<file path="src/rtl/bwc_pkg.sv">
package bwc_pkg;
  typedef enum logic [1:0] {
    RG_SFR  = 2'd0,
    RG_IRAM = 2'd1,
    RG_IROM = 2'd2,
    RG_EXT  = 2'd3
  } region_e;
endpackage

</file>
<file path="src/rtl/bwc_region_dec.sv">
module bwc_region_dec
  import bwc_pkg::*;
#(
  parameter int ADDR_W   = 20,
  parameter int SFR_END  = 'h003FF,
  parameter int RAM_BASE = 'h00400,
  parameter int RAM_END  = 'h02BFF,
  parameter int ROM_BASE = 'hE8000,
  parameter int ROM_END  = 'hFFFFF
) (
  input  logic [ADDR_W-1:0] addr,
  output region_e           region
);
  localparam logic [ADDR_W-1:0] SFR_HI = ADDR_W'(SFR_END);
  localparam logic [ADDR_W-1:0] RAM_LO = ADDR_W'(RAM_BASE);
  localparam logic [ADDR_W-1:0] RAM_HI = ADDR_W'(RAM_END);
  localparam logic [ADDR_W-1:0] ROM_LO = ADDR_W'(ROM_BASE);
  localparam logic [ADDR_W-1:0] ROM_HI = ADDR_W'(ROM_END);

  always_comb begin
    if (addr <= SFR_HI)                        region = RG_SFR;
    else if (addr >= RAM_LO && addr <= RAM_HI) region = RG_IRAM;
    else if (addr >= ROM_LO && addr <= ROM_HI) region = RG_IROM;
    else                                       region = RG_EXT;
  end
endmodule

</file>
<file path="src/rtl/bwc_len_calc.sv">
module bwc_len_calc
  import bwc_pkg::*;
#(
  parameter int N_CS  = 4,
  parameter int CS_W  = 2,
  parameter int LEN_W = 2
) (
  input  region_e          region,
  input  logic             cs_valid,
  input  logic [CS_W-1:0]  cs_sel,
  input  logic             wait_all,
  input  logic [N_CS-1:0]  cs_wait,
  input  logic [N_CS-1:0]  cs_mux,
  output logic [LEN_W-1:0] plan_len,
  output logic             ext_acc
);
  logic [N_CS-1:0] wait_en;
  logic [CS_W-1:0] idx;
  logic            sel_wait;
  logic            sel_mux;

  for (genvar g = 0; g < N_CS; g++) begin : g_wen
    assign wait_en[g] = wait_all | cs_wait[g];
  end

  always_comb begin
    idx      = cs_valid ? cs_sel : '0;
    sel_wait = wait_en[idx];
    sel_mux  = cs_mux[idx];
    ext_acc  = (region == RG_EXT);
    unique case (region)
      RG_SFR:  plan_len = LEN_W'(2);
      RG_IRAM,
      RG_IROM: plan_len = wait_all ? LEN_W'(2) : LEN_W'(1);
      default: begin
        if (sel_mux) plan_len = sel_wait ? LEN_W'(3) : LEN_W'(2);
        else         plan_len = sel_wait ? LEN_W'(2) : LEN_W'(1);
      end
    endcase
  end
endmodule

</file>
<file path="src/rtl/bwc_seq.sv">
module bwc_seq #(
  parameter int LEN_W = 2
) (
  input  logic             clk,
  input  logic             rst_n,
  input  logic             start,
  input  logic [LEN_W-1:0] plan_len,
  input  logic             ext_acc,
  input  logic             rdy,
  output logic             active,
  output logic             done
);
  logic [LEN_W-1:0] cnt;
  logic [LEN_W-1:0] len_q;
  logic             ext_q;
  logic             at_last;

  assign at_last = active && (cnt == len_q);
  assign done    = at_last && (!ext_q || rdy);

  always_ff @(posedge clk or negedge rst_n) begin
    if (!rst_n) begin
      active <= 1'b0;
      cnt    <= '0;
      len_q  <= '0;
      ext_q  <= 1'b0;
    end else if (start) begin
      active <= 1'b1;
      cnt    <= LEN_W'(1);
      len_q  <= plan_len;
      ext_q  <= ext_acc;
    end else if (active) begin
      if (done)               active <= 1'b0;
      else if (cnt != len_q)  cnt    <= cnt + LEN_W'(1);
    end
  end


  rdy_hold_chk: assert property (@(posedge clk) disable iff (!rst_n)
    (at_last && ext_q && !rdy) |=> (active && at_last));


  len_stable_chk: assert property (@(posedge clk) disable iff (!rst_n)
    (active && !done) |=> ($stable(len_q) && $stable(ext_q)));


  done_drop_chk: assert property (@(posedge clk) disable iff (!rst_n)
    done |=> !active);


  cnt_range_chk: assert property (@(posedge clk) disable iff (!rst_n)
    active |-> (cnt >= LEN_W'(1) && cnt <= len_q));
endmodule

</file>
<file path="src/rtl/bus_wait_ctrl.sv">
module bus_wait_ctrl
  import bwc_pkg::*;
#(
  parameter int ADDR_W   = 20,
  parameter int N_CS     = 4,
  parameter int SFR_END  = 'h003FF,
  parameter int RAM_BASE = 'h00400,
  parameter int RAM_END  = 'h02BFF,
  parameter int ROM_BASE = 'hE8000,
  parameter int ROM_END  = 'hFFFFF,
  localparam int CS_W    = (N_CS > 1) ? $clog2(N_CS) : 1
) (
  input  logic              clk,
  input  logic              rst_n,
  input  logic              req_valid,
  output logic              req_ready,
  input  logic [ADDR_W-1:0] req_addr,
  input  logic              req_write,
  input  logic              cs_valid,
  input  logic [CS_W-1:0]   cs_sel,
  input  logic              cfg_wait_all,
  input  logic [N_CS-1:0]   cfg_cs_wait,
  input  logic [N_CS-1:0]   cfg_cs_mux,
  input  logic              ext_rdy,
  output logic              bus_strobe,
  output logic              cycle_done,
  output logic              busy
);
  localparam int MAX_LEN = 3;
  localparam int LEN_W   = $clog2(MAX_LEN + 1);

  region_e          region;
  logic [LEN_W-1:0] plan_len;
  logic             ext_acc;
  logic             active;
  logic             start;
  logic             unused_write;

  assign unused_write = req_write;
  assign start        = req_valid && !active;
  assign req_ready    = !active;
  assign busy         = active;
  assign bus_strobe   = active;

  bwc_region_dec #(
    .ADDR_W(ADDR_W), .SFR_END(SFR_END), .RAM_BASE(RAM_BASE),
    .RAM_END(RAM_END), .ROM_BASE(ROM_BASE), .ROM_END(ROM_END)
  ) u_dec (
    .addr   (req_addr),
    .region (region)
  );

  bwc_len_calc #(.N_CS(N_CS), .CS_W(CS_W), .LEN_W(LEN_W)) u_len (
    .region   (region),
    .cs_valid (cs_valid),
    .cs_sel   (cs_sel),
    .wait_all (cfg_wait_all),
    .cs_wait  (cfg_cs_wait),
    .cs_mux   (cfg_cs_mux),
    .plan_len (plan_len),
    .ext_acc  (ext_acc)
  );

  bwc_seq #(.LEN_W(LEN_W)) u_seq (
    .clk      (clk),
    .rst_n    (rst_n),
    .start    (start),
    .plan_len (plan_len),
    .ext_acc  (ext_acc),
    .rdy      (ext_rdy),
    .active   (active),
    .done     (cycle_done)
  );


  accept_chk: assert property (@(posedge clk) disable iff (!rst_n)
    (req_valid && req_ready) |=> (busy && bus_strobe));


  sfr_len_chk: assert property (@(posedge clk) disable iff (!rst_n)
    (start && region == RG_SFR) |-> (plan_len == LEN_W'(2)));


  done_in_cycle_chk: assert property (@(posedge clk) disable iff (!rst_n)
    cycle_done |-> busy);
endmodule

</file>
<file path="config.mk">
export PLATFORM = sky130hd
export DESIGN_NAME = bus_wait_ctrl
export DESIGN_NICKNAME = d
export VERILOG_FILES = /design/src/rtl/bwc_pkg.sv /design/src/rtl/bwc_region_dec.sv /design/src/rtl/bwc_len_calc.sv /design/src/rtl/bwc_seq.sv /design/src/rtl/bus_wait_ctrl.sv
export SDC_FILE = /design/constraint.sdc
export NUM_CORES = 1
export LEC_CHECK = 0
export CAP_MARGIN = 20
export CORE_ASPECT_RATIO = 0.75
export CORE_MARGIN = 2
export CORE_UTILIZATION = 28
export CTS_CLUSTER_DIAMETER = 60
export DETAILED_ROUTE_END_ITERATION = 7
export PLACE_DENSITY = 0.73
export SLEW_MARGIN = 20
export SYNTH_ARGS = -nofsm -noshare
export SYNTH_HDL_FRONTEND = slang
export SYNTH_SLANG_ARGS = --single-unit
</file>
<file path="constraint.sdc">
create_clock -name clk -period 1.1 [get_ports clk]
set_input_delay 0.165 -clock clk [delete_from_list [all_inputs] [get_ports clk]]
set_output_delay 0.165 -clock clk [all_outputs]
set_load 0.005 [all_outputs]
</file>
Yosys cells after proc, flatten, opt, wreduce, memory -nomap -nowiden
Cells that the tools add are included.
- $add $sub $neg: 1
- order comparisons: 6
- equal/unequal tests: 6
- mux-type cells: 20
- bitwise gates (word level): 4
- reductions and logical operators: 13
- operators with widths (operator ; count):
    >= comparator 20 x 11 -> 1 bit (second input constant) ; 1
    >= comparator 20 bit (second input constant) ; 1
    <= comparator 20 x 10 -> 1 bit (second input constant) ; 1
    <= comparator 20 x 14 -> 1 bit (second input constant) ; 1
    <= comparator 20 bit (second input constant) ; 1
    2-to-1 mux 2 bit ; 10
    2-to-1 mux 1 bit ; 7
    logical AND 1 bit ; 5
    binary-select mux 1 bit (select 2 bit) ; 2
    equality test 2 bit (second input constant) ; 2
    bitwise OR 1 bit ; 4
    case mux 2 bit (2 select lines) ; 1
    nonzero test 2 bit ; 2
    less-than comparator 2 x 3 -> 1 bit (second input constant) ; 1
    AND reduction 3 bit ; 1
    adder 2 x 1 -> 2 bit (second input constant) ; 1
    equality test 2 x 1 -> 1 bit (second input constant) ; 1
    equality test 2 bit ; 1
    zero test 1 bit ; 2
    zero test 2 bit ; 1
    != test 2 x 1 -> 1 bit (second input constant) ; 1
    != test 2 bit ; 1
    OR reduction 2 bit ; 1
    logical OR 1 bit ; 1
- register bits: 6

Longest topological paths before layout
- depth in word-level cells: 8
- depth in mapped cells: 7
- gate-level depth less buffers: 7

By module
A second synthesis with hierarchy kept.
- cells, all modules: 58
- area, all modules: 513.0 µm²
- by module, submodules not included (module ; times used ; cells each ; area each (µm²) ; seq. area each (µm²)):
    bwc_seq ; 1 ; 26 ; 285.3 ; 150.1
    bwc_len_calc ; 1 ; 21 ; 156.4 ; 0.0
    bwc_region_dec ; 1 ; 8 ; 53.8 ; 0.0
    bus_wait_ctrl ; 1 ; 3 ; 17.5 ; 0.0

Worst setup path before layout
Ideal clock, no wire load.
- kind: input port to flip-flop
- from: in req_addr[12]
- to: reg u_seq.len_q[1]
- setup time: 121 ps
- arrival: 1628 ps
- required time: 979 ps
- slack: -649 ps
- cell stages on the path: 5
- path buffers: 0
- cell sequence: or4_4 -> o22a_1 -> ha_1 -> a211o_1 -> a22o_1
- cells in the longest elaborated chain, start to end: 8
- elaborated cells between the ends (all ways): 15
- RTL lines (item ; RTL line ; RTL):
    start: declaration ; bus_wait_ctrl.sv:17 ; input logic [ADDR_W-1:0] req_addr,
    >= comparator 20 bit or <= comparator 20 bit (tied branches) ; bwc_region_dec.sv:23 ; else if (addr >= ROM_LO && addr <= ROM_HI) region = RG_IROM;
    logical AND 1 bit ; bwc_region_dec.sv:23 ;
    2-to-1 mux 1 bit ; bwc_region_dec.sv:23 ;
    2-to-1 mux 2 bit ; bwc_region_dec.sv:22 ; else if (addr >= RAM_LO && addr <= RAM_HI) region = RG_IRAM;
    2-to-1 mux 2 bit * ; bwc_region_dec.sv:21 ; if (addr <= SFR_HI) region = RG_SFR;
    equality test 2 x 1 -> 1 bit or equality test 2 bit (tied branches) ; bwc_len_calc.sv:31 ; unique case (region)
    OR reduction 2 bit ; n/a ;
    case mux 2 bit (2 select lines) * ; bwc_len_calc.sv:31 ;
    end signal: assignment ; bwc_seq.sv:30 ; len_q <= plan_len;
    end: declaration ; bwc_seq.sv:14 ; logic [LEN_W-1:0] len_q;
Mark *: on every way between the ends. The rest lies on a longest branch, timed or not.
A chain may end at the register's enable or synchronous reset.

Worst setup path in the final report
- from: in req_addr[11]
- to: reg u_seq.len_q[1]
Same word-level chain as after synthesis.

==> out/results.ini <==
[outcome]
run_status = finished, violations left
violations = setup timing

[final_layout]
post_route_cells_drive_above_1_share = 0.426
combined_flip_flop_and_latch_cell_area_sq_um = 151
final_core_util = 0.611
fin_nets = 149
fillerInstances = 148
multiInputGateArea_sq_um = 408
layout-area-overhead-vs-synth_pct = 107
antenna-diode-count = 0

[clock_tree]
cts.clk_slew.worst_paths_ps = 40
tritoncts = yes
clock_tree.root_cell = clkbuf_4
cts_made_buffers = 3
cts-root-to-sink-buffers = 2
clk_latency_ps = 250
clock_tree.htree_level_count = 1
clock-sinks = 6

[global_route]
grt_first_pass_wirelength_microns = 2490
global_route.usage.met1 = 0.182
groute.usage.overall = 0.168
met3_usage = 0.0438
grt_start_max_net_pins = 7
grt_most_used_layer = met2
initial_antenna_violation_count = 0
globalRouteMet2Util = 0.319
grt.overflow.total = 0
first_global_vias = 608

[placement]
hpwl_microns = 1130
io_buffers = 29
gpl.final_weighted_congestion = 0.762

[worst_setup_path]
setup.worst_path.class = input pin to register
timing.critical_path.slowest_cell_delay_ps = 530
worst_path_max_delay_cell = or4_4
timing.rr.start = u_seq.active$_DFF_PN0_
timing.reg2reg.setup_slack_ps = -210
r2r_end = u_seq.ext_q$_DFFE_PN0P_
cp_num_buf_inv = 1
timing.critical_path.from_type = input pin
critical_path.max_fanout = 2
crit_family = compound AO/OA/AOI/OAI gates
cp_data_arrival_time_ps = 1680
ff2ff_path_depth = 4
crit_chain = buf_6 -> or4_4 -> o22a_1 -> ha_4 -> a211o_1 -> a22o_1
critPathRequiredTime_ps = 1240
worstSetupEndpointType = register

[pwr]
peakVddDrop_v = 0.00102
leakage_power_uw = 0.000499
p_total_uw = 1680
power.density_mw_per_mm2 = 1590

[sta]
timing_max_transition_violations_final = 0
max_slew.worst_pin.slew_ps = 313
slew_headroom = 0.791
setup_viol = 8
clock-skew-final_ps = 0.307
min_period_ps = 1530
max_clock_freq_ghz = 0.652
setup_ws_ps = -434
finalCritPeriodShare = 1.39
grt_setup_unrepaired = true
final-hold-violation-count = 0

[floorplanning]
placement_rows = 13
die_area_sq_mm = 0.00217
die_w_microns = 53.2
top_level_port_count = 41
initial_core_util = 0.295
die_h_microns = 40.9
design.core.area_sq_mm = 0.00172

[logic_synthesis]
average_size_of_a_mapped_cell_sq_um = 8.76
synth_enable_flop_cells = 0
ys_dominant_reg_cell = dfrtp_1
postSynth.asyncResetShare = 1.00
synthesis.nets = 98
synth_cell_type_count = 28
yosysWarningCount = 0
synth-seq-area-share = 0.296
synth.ff_latch_count = 6
syn_std_cell_area_sq_um = 508
netlist_instances = 58

[detailed_routing]
drt_first_iter_violations = 10
drc_errors = 0
final_wirelength_microns = 1650
dr_total_vias = 624
wl_per_cell_microns = 12.7
post_route_ant_nets = 0
drt_first_pass_iters = 4
detail_route.vias_per_cell = 4.80

[hold_path]
hp-class = input pin to async pin

[flow_run]
maximum_capacitance_violations = 0

[synth_stat cells, types with 2 or more instances]
library cell | n | area [sq um]
ha_1 | 3 | 37.5
nand2_1 | 4 | 15.0
a21oi_1 | 5 | 25.0
o21ai_0 | 5 | 25.0
mux2i_1 | 2 | 20.0
o22a_1 | 2 | 17.5
nor2b_1 | 2 | 12.5
nor3_1 | 2 | 10.0
dfrtp_1 | 6 | 150
nor2_1 | 5 | 18.8
mux2_2 | 2 | 22.5
inv_1 | 3 | 11.3
xor2_1 | 2 | 17.5
[routing by layer]
metal  up-vias  share of wire  routed length, microns
li1        318              -                       -
met1       285           0.42                     696
met2        16           0.51                     847
met3         5          0.044                      72
met4         0          0.021                      34
met5         -              0                       0
[worst max-delay path by stage]
stage            startpoint                          to  cells past startpoint
2_1_floorplan  req_addr[12]  u_seq.len_q[1]$_DFFE_PN0P_                      5
3_3_place_gp   req_addr[12]  u_seq.len_q[1]$_DFFE_PN0P_                      6
3_5_place_dp   req_addr[12]  u_seq.len_q[1]$_DFFE_PN0P_                      6
4_1_cts        req_addr[10]  u_seq.len_q[1]$_DFFE_PN0P_                      6
5_1_grt        req_addr[12]  u_seq.len_q[1]$_DFFE_PN0P_                      6
6_report       req_addr[11]  u_seq.len_q[1]$_DFFE_PN0P_                      6
[through the flow]
| step | hold WS (ps) | TNS (ps) | setup WS (ps) | instances | area [sq um] |
|---|---|---|---|---|---|
| 2_1_floorplan | -131 | -1350 | -585 | 58 | 512 |
| 4_1_cts | 158 | -1770 | -503 | 129 | 996 |
| 6_report | 156 | -1750 | -434 | 130 | 1050 |
| 3_5_place_dp | 429 | -4050 | -1070 | 121 | 920 |
| 3_3_place_gp | 434 | -3880 | -1050 | 121 | 920 |
| 5_1_grt | 160 | -2190 | -473 | 130 | 1050 |
[cell usage in the layout (no fill, tap or decap), types with 2 or more instances in the layout]
cell type	n
nand2_1	4
inv_1	2
mux2_4	2
buf_6	9
dfrtp_1	5
clkdlybuf4s50_1	9
clkdlybuf4s15_1	4
mux2i_1	2
a21oi_1	4
nor2b_4	2
nor2_2	3
ha_1	2
nor2_1	2
clkbuf_4	3
o22a_1	2
dlygate4sd2_1	8
o21ai_1	3
buf_4	14
buf_2	2
[report_power, final]
part           internal (uW)  switching (uW)
clock network            138            91.1
logic                    596             419
registers                330             102
total                   1060             612
[state kept, by name (all words and copies together), names as in the netlist]
register and count:
u_seq.active 1, u_seq.cnt 2, u_seq.ext_q 1, u_seq.len_q 2
[timing repair]
item | CTS | global route
gates cloned | 0 | 0
hold buffers | 0 | 0
gates resized for setup | 61 | 14
endpoints found under the setup margin | 9 | 9
pin swaps | 15 | 8
buffers inserted | 5 | 3
[kinds of logic (layout without fill, tap and decap cells)]
logic type | count (synthesis) | after routing | synth area share
DFF | 6 | 6 | 0.296
muxes | 4 | 4 | 0.0837
AOI/OAI and AO/OA | 20 | 20 | 0.273
adders and majority gates | 3 | 3 | 0.0739
and+or+nand+nor | 19 | 19 | 0.202
xor gates and xnor gates | 2 | 2 | 0.0345
buffers and inverters | 4 | 54 | 0.0369
[layout make-up]
cell class	count	area share
sequential	6	0.144
timing repair buffer	47	0.407
tap	22	0.0261
clock buffer	4	0.0249
inverter	3	0.0107
multi-input combinational	48	0.387
(Power assumes the default switching activity.)
